--- src/rtl/cw_pkg.sv ---
package cw_pkg;
  typedef enum logic [1:0] {
    MODE_ECB  = 2'd0,
    MODE_KEY  = 2'd1,
    MODE_CBC  = 2'd2,
    MODE_RSVD = 2'd3
  } cw_mode_e;

  localparam int unsigned BLK_BYTES   = 16;
  localparam int unsigned ADDR_W      = 8;
  localparam int unsigned STATUS_ADDR = 'h82;
  localparam int unsigned CTRL_ADDR   = 'h83;
  localparam int unsigned BUF_BASE    = 'h84;

  function automatic logic mode_runs(input cw_mode_e m);
    return (m == MODE_ECB) || (m == MODE_CBC);
  endfunction
endpackage

--- src/rtl/cw_decode.sv ---
module cw_decode #(
  parameter int unsigned ADDR_W      = 8,
  parameter int unsigned NBYTES      = 16,
  parameter int unsigned STATUS_ADDR = 'h82,
  parameter int unsigned CTRL_ADDR   = 'h83,
  parameter int unsigned BUF_BASE    = 'h84,
  localparam int unsigned IDX_W      = $clog2(NBYTES),
  localparam int unsigned MIRROR     = BUF_BASE + NBYTES
) (
  input  logic [ADDR_W-1:0] addr,
  output logic              hit_status,
  output logic              hit_ctrl,
  output logic              hit_buf,
  output logic [IDX_W-1:0]  idx
);
  assign hit_status = (addr == ADDR_W'(STATUS_ADDR));
  assign hit_ctrl   = (addr == ADDR_W'(CTRL_ADDR)) || (addr == ADDR_W'(MIRROR));

  always_comb begin
    hit_buf = 1'b0;
    idx     = '0;
    for (int i = 0; i < int'(NBYTES); i++) begin
      if (addr == ADDR_W'(BUF_BASE + i)) begin
        hit_buf = 1'b1;
        idx     = IDX_W'(i);
      end
    end
  end
endmodule

--- src/rtl/cw_ctrl.sv ---
module cw_ctrl
  import cw_pkg::*;
(
  input  logic     clk,
  input  logic     rst_n,
  input  logic     sleep_i,
  input  logic     ctrl_we,
  input  logic     wr_req,
  input  cw_mode_e wr_mode,
  input  logic     wr_dir,
  input  logic     req_ready,
  input  logic     rsp_valid,
  output cw_mode_e mode,
  output logic     dir,
  output logic     busy,
  output logic     done,
  output logic     req_valid,
  output logic     complete
);
  logic accept;

  // a start needs an idle engine and a mode that runs the cipher
  assign accept   = ctrl_we && !busy && wr_req && mode_runs(wr_mode);
  assign complete = busy && rsp_valid && !sleep_i;

  always_ff @(posedge clk or negedge rst_n) begin
    if (!rst_n) begin
      mode      <= MODE_ECB;
      dir       <= 1'b0;
      busy      <= 1'b0;
      done      <= 1'b0;
      req_valid <= 1'b0;
    end else if (sleep_i) begin
      mode      <= MODE_ECB;
      dir       <= 1'b0;
      busy      <= 1'b0;
      done      <= 1'b0;
      req_valid <= 1'b0;
    end else begin
      if (complete) begin
        busy      <= 1'b0;
        done      <= 1'b1;
        req_valid <= 1'b0;
      end else if (req_valid && req_ready) begin
        req_valid <= 1'b0;
      end
      if (ctrl_we && !busy) begin
        mode <= wr_mode;
        dir  <= wr_dir;
      end
      if (accept) begin
        busy      <= 1'b1;
        done      <= 1'b0;
        req_valid <= 1'b1;
      end
    end
  end
endmodule

--- src/rtl/cw_store.sv ---
module cw_store #(
  parameter int unsigned NBYTES = 16,
  localparam int unsigned IDX_W = $clog2(NBYTES)
) (
  input  logic                clk,
  input  logic                rst_n,
  input  logic                sleep_i,
  input  logic                buf_we,
  input  logic                sel_key,
  input  logic [IDX_W-1:0]    idx,
  input  logic [7:0]          wdata,
  input  logic                load,
  input  logic [NBYTES*8-1:0] load_data,
  output logic [NBYTES*8-1:0] key_vec,
  output logic [NBYTES*8-1:0] state_vec,
  output logic [7:0]          rd_byte
);
  logic [NBYTES-1:0][7:0] key_q;
  logic [NBYTES-1:0][7:0] state_q;
  logic [NBYTES-1:0][7:0] load_b;

  assign load_b = load_data;

  for (genvar i = 0; i < int'(NBYTES); i++) begin : g_byte
    logic hit;
    assign hit = buf_we && (idx == IDX_W'(i));

    always_ff @(posedge clk or negedge rst_n) begin
      if (!rst_n) begin
        key_q[i] <= '0;
      end else if (sleep_i) begin
        key_q[i] <= '0;
      end else if (hit && sel_key) begin
        key_q[i] <= wdata;
      end
    end

    always_ff @(posedge clk or negedge rst_n) begin
      if (!rst_n) begin
        state_q[i] <= '0;
      end else if (sleep_i) begin
        state_q[i] <= '0;
      end else if (load) begin
        state_q[i] <= load_b[i];
      end else if (hit && !sel_key) begin
        state_q[i] <= wdata;
      end
    end
  end

  assign key_vec   = key_q;
  assign state_vec = state_q;
  assign rd_byte   = sel_key ? key_q[idx] : state_q[idx];
endmodule

--- src/rtl/cipher_window.sv ---
module cipher_window
  import cw_pkg::*;
#(
  parameter int unsigned ADDR_W      = cw_pkg::ADDR_W,
  parameter int unsigned NBYTES      = cw_pkg::BLK_BYTES,
  parameter int unsigned STATUS_ADDR = cw_pkg::STATUS_ADDR,
  parameter int unsigned CTRL_ADDR   = cw_pkg::CTRL_ADDR,
  parameter int unsigned BUF_BASE    = cw_pkg::BUF_BASE,
  localparam int unsigned BLK_W      = NBYTES * 8,
  localparam int unsigned IDX_W      = $clog2(NBYTES)
) (
  input  logic              clk,
  input  logic              rst_n,
  input  logic              sleep_i,
  input  logic [ADDR_W-1:0] bus_addr,
  input  logic              bus_wr,
  input  logic [7:0]        bus_wdata,
  output logic [7:0]        bus_rdata,
  output logic              req_valid,
  input  logic              req_ready,
  output logic [BLK_W-1:0]  req_key,
  output logic [BLK_W-1:0]  req_data,
  output logic              req_decrypt,
  output logic              req_cbc,
  input  logic              rsp_valid,
  input  logic [BLK_W-1:0]  rsp_data
);
  logic             hit_status, hit_ctrl, hit_buf;
  logic [IDX_W-1:0] idx;
  logic             host_we;
  cw_mode_e         mode;
  logic             dir, busy, done, complete;
  logic [7:0]       buf_byte;

  assign host_we = bus_wr && !sleep_i;

  cw_decode #(
    .ADDR_W(ADDR_W), .NBYTES(NBYTES), .STATUS_ADDR(STATUS_ADDR),
    .CTRL_ADDR(CTRL_ADDR), .BUF_BASE(BUF_BASE)
  ) u_dec (
    .addr(bus_addr), .hit_status(hit_status), .hit_ctrl(hit_ctrl),
    .hit_buf(hit_buf), .idx(idx)
  );

  cw_ctrl u_ctrl (
    .clk(clk), .rst_n(rst_n), .sleep_i(sleep_i),
    .ctrl_we(host_we && hit_ctrl), .wr_req(bus_wdata[7]),
    .wr_mode(cw_mode_e'(bus_wdata[5:4])), .wr_dir(bus_wdata[3]),
    .req_ready(req_ready), .rsp_valid(rsp_valid),
    .mode(mode), .dir(dir), .busy(busy), .done(done),
    .req_valid(req_valid), .complete(complete)
  );

  cw_store #(.NBYTES(NBYTES)) u_store (
    .clk(clk), .rst_n(rst_n), .sleep_i(sleep_i),
    .buf_we(host_we && hit_buf && !busy), .sel_key(mode == MODE_KEY),
    .idx(idx), .wdata(bus_wdata), .load(complete), .load_data(rsp_data),
    .key_vec(req_key), .state_vec(req_data), .rd_byte(buf_byte)
  );

  assign req_decrypt = (mode == MODE_ECB) && dir;
  assign req_cbc     = (mode == MODE_CBC);

  always_comb begin
    bus_rdata = '0;
    if (!sleep_i) begin
      if (hit_status)    bus_rdata = {7'b0, done};
      else if (hit_ctrl) bus_rdata = {2'b00, mode, dir, 3'b000};
      else if (hit_buf)  bus_rdata = buf_byte;
    end
  end
endmodule

--- config.mk ---
export PLATFORM = sky130hd
export DESIGN_NAME = cipher_window
export DESIGN_NICKNAME = d
export VERILOG_FILES = /design/src/rtl/cw_pkg.sv /design/src/rtl/cw_decode.sv /design/src/rtl/cw_ctrl.sv /design/src/rtl/cw_store.sv /design/src/rtl/cipher_window.sv
export SDC_FILE = /design/constraint.sdc
export NUM_CORES = 1
export LEC_CHECK = 0
export ABC_AREA = 1
export CAP_MARGIN = 5
export CORE_MARGIN = 5
export CORE_UTILIZATION = 43
export DETAILED_ROUTE_END_ITERATION = 12
export PLACE_DENSITY = 0.77
export SLEW_MARGIN = 20
export SYNTH_ARGS = -nofsm -noshare
export SYNTH_HDL_FRONTEND = slang
export SYNTH_SLANG_ARGS = --single-unit
--- constraint.sdc ---
create_clock -name clk -period 4.2 [get_ports clk]
set_clock_uncertainty 0.2 [all_clocks]
set_input_delay 1.26 -clock clk [delete_from_list [all_inputs] [get_ports clk]]
set_output_delay 1.26 -clock clk [all_outputs]
set_load 0.02 [all_outputs]
==> results.yml <==
power_and_ir_drop:
  p_sw_mw: 2.26
  clockPowerShare_pct: 34.5
  p_comb_share_pct: 24.0
  ir_worst_vdd_mv: 0.260
  swShare_pct: 31.1
  power_density_nw_per_um2: 339
  p_int_mw: 4.99
  p_leak_nw: 9.33
  total_power_mw: 7.25
  pwr-share-seq_pct: 41.5
logic_synthesis:
  synth_cell_types: 36
  syn_nets: 1914
  synth.avg_cell_area_um2: 7.84
  synthCells: 1764
  syn_area_um2: 13800
  synth_seq_cells: 262
  yosysSeqAreaShare_pct: 47.4
  yosys_warnings: 0
die:
  dieArea_um2: 35900
  io_pins: 417
  chipWidth_um: 189
  initial_core_util_pct: 43.7
  placementRows: 65
  die_h_um: 189
  core_area_um2: 31600
worst_setup_path:
  ff2ff_setup_slack_ns: 1.87
  end_kind: "output pin"
  worst-path-max-fanout: 5
  arrival_ns: 3.28
  crit-reg2reg-launch: "u_ctrl.busy"
  worst_setup_path_start_kind: "input pin"
  critPathKind: "input pin to output pin"
  reg2reg_depth: 8
  r2r-end: "u_store.key_vec[102]"
  required_ns: 2.74
layout:
  area_delta_synth_final_pct: 54.7
  final_util_pct: 67.7
  fin_nets: 2423
  drive_gt1_share_pct: 17.7
detailed_routing:
  drtIter0Drc: 1649
  drcViolationCount: 0
  wl_per_cell_um: 23.4
  postRouteAntennaNets: 0
  firstDrtPassIters: 6
  num_vias: 15900
  via_per_inst: 5.89
  routed_wl_um: 63000
global_routing:
  grt_pass1_wl_um: 94100
  grtUsageTotal_pct: 33.7
  grt-ovfl-total: 0
  grt_pass1_vias: 15800
  grt_start_max_net_pins: 131
  antenna_found_initial: 3
sta:
  fmax_ghz: 0.211
  max_slew_margin_pct: 30.5
  setup_ws_ns: -0.544
  hold_viol_final: 0
  period_needed_ns: 4.74
  maxSlewViolCount: 0
  tightest_slew_ns: 1.04
  tns_ns: -3.99
  min_period_over_period_pct: 113
  setup_viol: 8
  grt_setup_unrepaired: "true"
clocking:
  ctsHoldBuffers: 0
  cts_root_buf: "clkbuf_16"
  cts.sink_count: 262
  clk_latency_ns: 0.55
  cts_buffers: 28
  cts_htree_levels: 1
  path_clk_slew_ns: 0.06
  clock_path_buffers: 3
  cts_tree: "done"
job:
  max-cap-violations: 0
place:
  io_buffers: 416
  gp_congestion: 0.948
  dp_hpwl_um: 46300
hold_path:
  hp-start: "u_store.key_vec[13]"
  hold_path_class: "flip-flop to flip-flop"
  worstHoldEndpoint: "u_store.key_vec[13]"
  min_path_cells: 2
outcome:
  status: "finished, violations left"
  failed_checks: "setup timing"
critical path, cell delays in order:
cell and delay, ns:
buf_8 0.08, inv_8 0.03, nor2_4 0.18, nand3_4 0.13
nand2_8 0.13, buf_12 0.12, nand2_8 0.07, nand2_8 0.11
buf_4 0.12, buf_4 0.14, o21ai_2 0.06, nor2_2 0.13
nor2_1 0.05, nor2_1 0.09, nand2_1 0.10, nand2_1 0.09
nand2_2 0.09, nor2_4 0.15, buf_6 0.14
Yosys cell counts:
cell      instances  area, um2
o211ai_1          4       30.0
nor3_1            1       5.00
nor2_1          261        980
clkinv_1          1       3.75
dfrtp_1         262       6560
o21ai_1          14       70.1
o22ai_1          26        163
inv_2             9       33.8
nand2_1         341       1280
nand2_2           2       12.5
nand3_1         162        811
nor2_2            4       25.0
o21ai_0         168        841
a31oi_2           5       62.6
o31ai_1           2       15.0
nor2_4            3       33.8
or2_2            19        119
nand3_2           1       10.0
inv_1           117        439
buf_2            20        100
o41ai_1           1       8.76
buf_6             2       22.5
a21oi_1          12       60.1
o21ai_2           1       8.76
or2_1             1       6.26
a31oi_1         136        851
nor2_8            2       40.0
o31ai_4          15        319
nand3b_1         21        158
nand2_4           4       45.0
clkbuf_1         82        308
buf_4            20        150
nand4_1          37        231
buf_1             4       15.0
nor4_1            1       6.26
inv_4             3       18.8
through the flow:
stage | instance area [um2] | setup WS [ns] | hold slack (ns) | cells
4_1_cts | 21200 | -0.518 | 0.309 | 2693
6_report | 21400 | -0.544 | 0.326 | 2699
5_1_grt | 21400 | -0.690 | 0.348 | 2699
3_3_place_gp | 19500 | -1.68 | 0.289 | 2605
2_1_floorplan | 14000 | -0.111 | 0.271 | 1764
3_5_place_dp | 19500 | -1.67 | 0.294 | 2605
how the worst max path moves through the flow:
stage,start,end,cells after the start
3_3_place_gp,bus_addr[7],bus_rdata[7],18
3_5_place_dp,bus_addr[7],bus_rdata[7],18
6_report,bus_addr[7],bus_rdata[6],19
2_1_floorplan,bus_addr[7],bus_rdata[1],17
5_1_grt,bus_addr[7],bus_rdata[6],19
4_1_cts,bus_addr[6],bus_rdata[6],19
sequential cells by signal, indices dropped and copies added (netlist names):
name and cells:
u_ctrl.dir 1, u_store.state_vec 128, u_store.key_vec 128, u_ctrl.mode 2, u_ctrl.done 1, u_ctrl.busy 1
u_ctrl.req_valid 1
power by group through the flow:
stage          Clock (mW)  Combinational (mW)  Sequential [mW]
5_1_grt              2.62                1.85             3.03
4_1_cts              2.51                1.71             3.00
3_3_place_gp            0                1.63             3.04
6_report             2.50                1.74             3.01
3_5_place_dp            0                1.66             3.04
2_1_floorplan           0               0.488             3.18
what timing repair did:
item / CTS / global route
buffers inserted: 33 / 7
endpoints found under the setup margin: 8 / 8
gates cloned: 5 / 0
gates resized for setup: 182 / 49
pin swaps: 54 / 39
endpoints found under the hold margin: 0 / 0
routing by layer:
layer  part of all wire [%]  global-route usage, %  up-vias
li1                       -                      -     7015
met3                     10                   7.01      232
met5                      0                      0        -
met1                     36                   41.4     7557
met2                     48                   57.4     1085
met4                    5.4                   15.1        0
cell type report:
class | count | area [um2]
multi-input combinational | 1245 | 6720
timing repair buffer | 606 | 6160
tap | 402 | 503
fill | 2527 | 10200
antenna | 3 | 7.51
inverter | 130 | 542
sequential | 262 | 6560
clock inverter | 8 | 96.3
clock buffer | 43 | 828
cells in the final DEF, fill, tap and decap left out, drive strengths merged:
cell,count
clkbuf,43
nand2,348
o41ai,1
buf,207
o22ai,26
clkdlybuf4s50,399
nand4,37
nand3b,21
clkinvlp,2
o21ai,183
a21oi,12
diode,3
nor4,1
bufinv,2
dfrtp,262
nor3,1
a31oi,141
clkinv,6
o31ai,17
nand3,163
o211ai,4
inv,128
or2,20
nor2,270
logic make-up after synthesis:
logic type,Yosys count,synth area share [%]
buf+inv,258,7.88
simple gates,860,27.2
compound gates,384,17.5
flops,262,47.4
(Power assumes the default switching activity.)
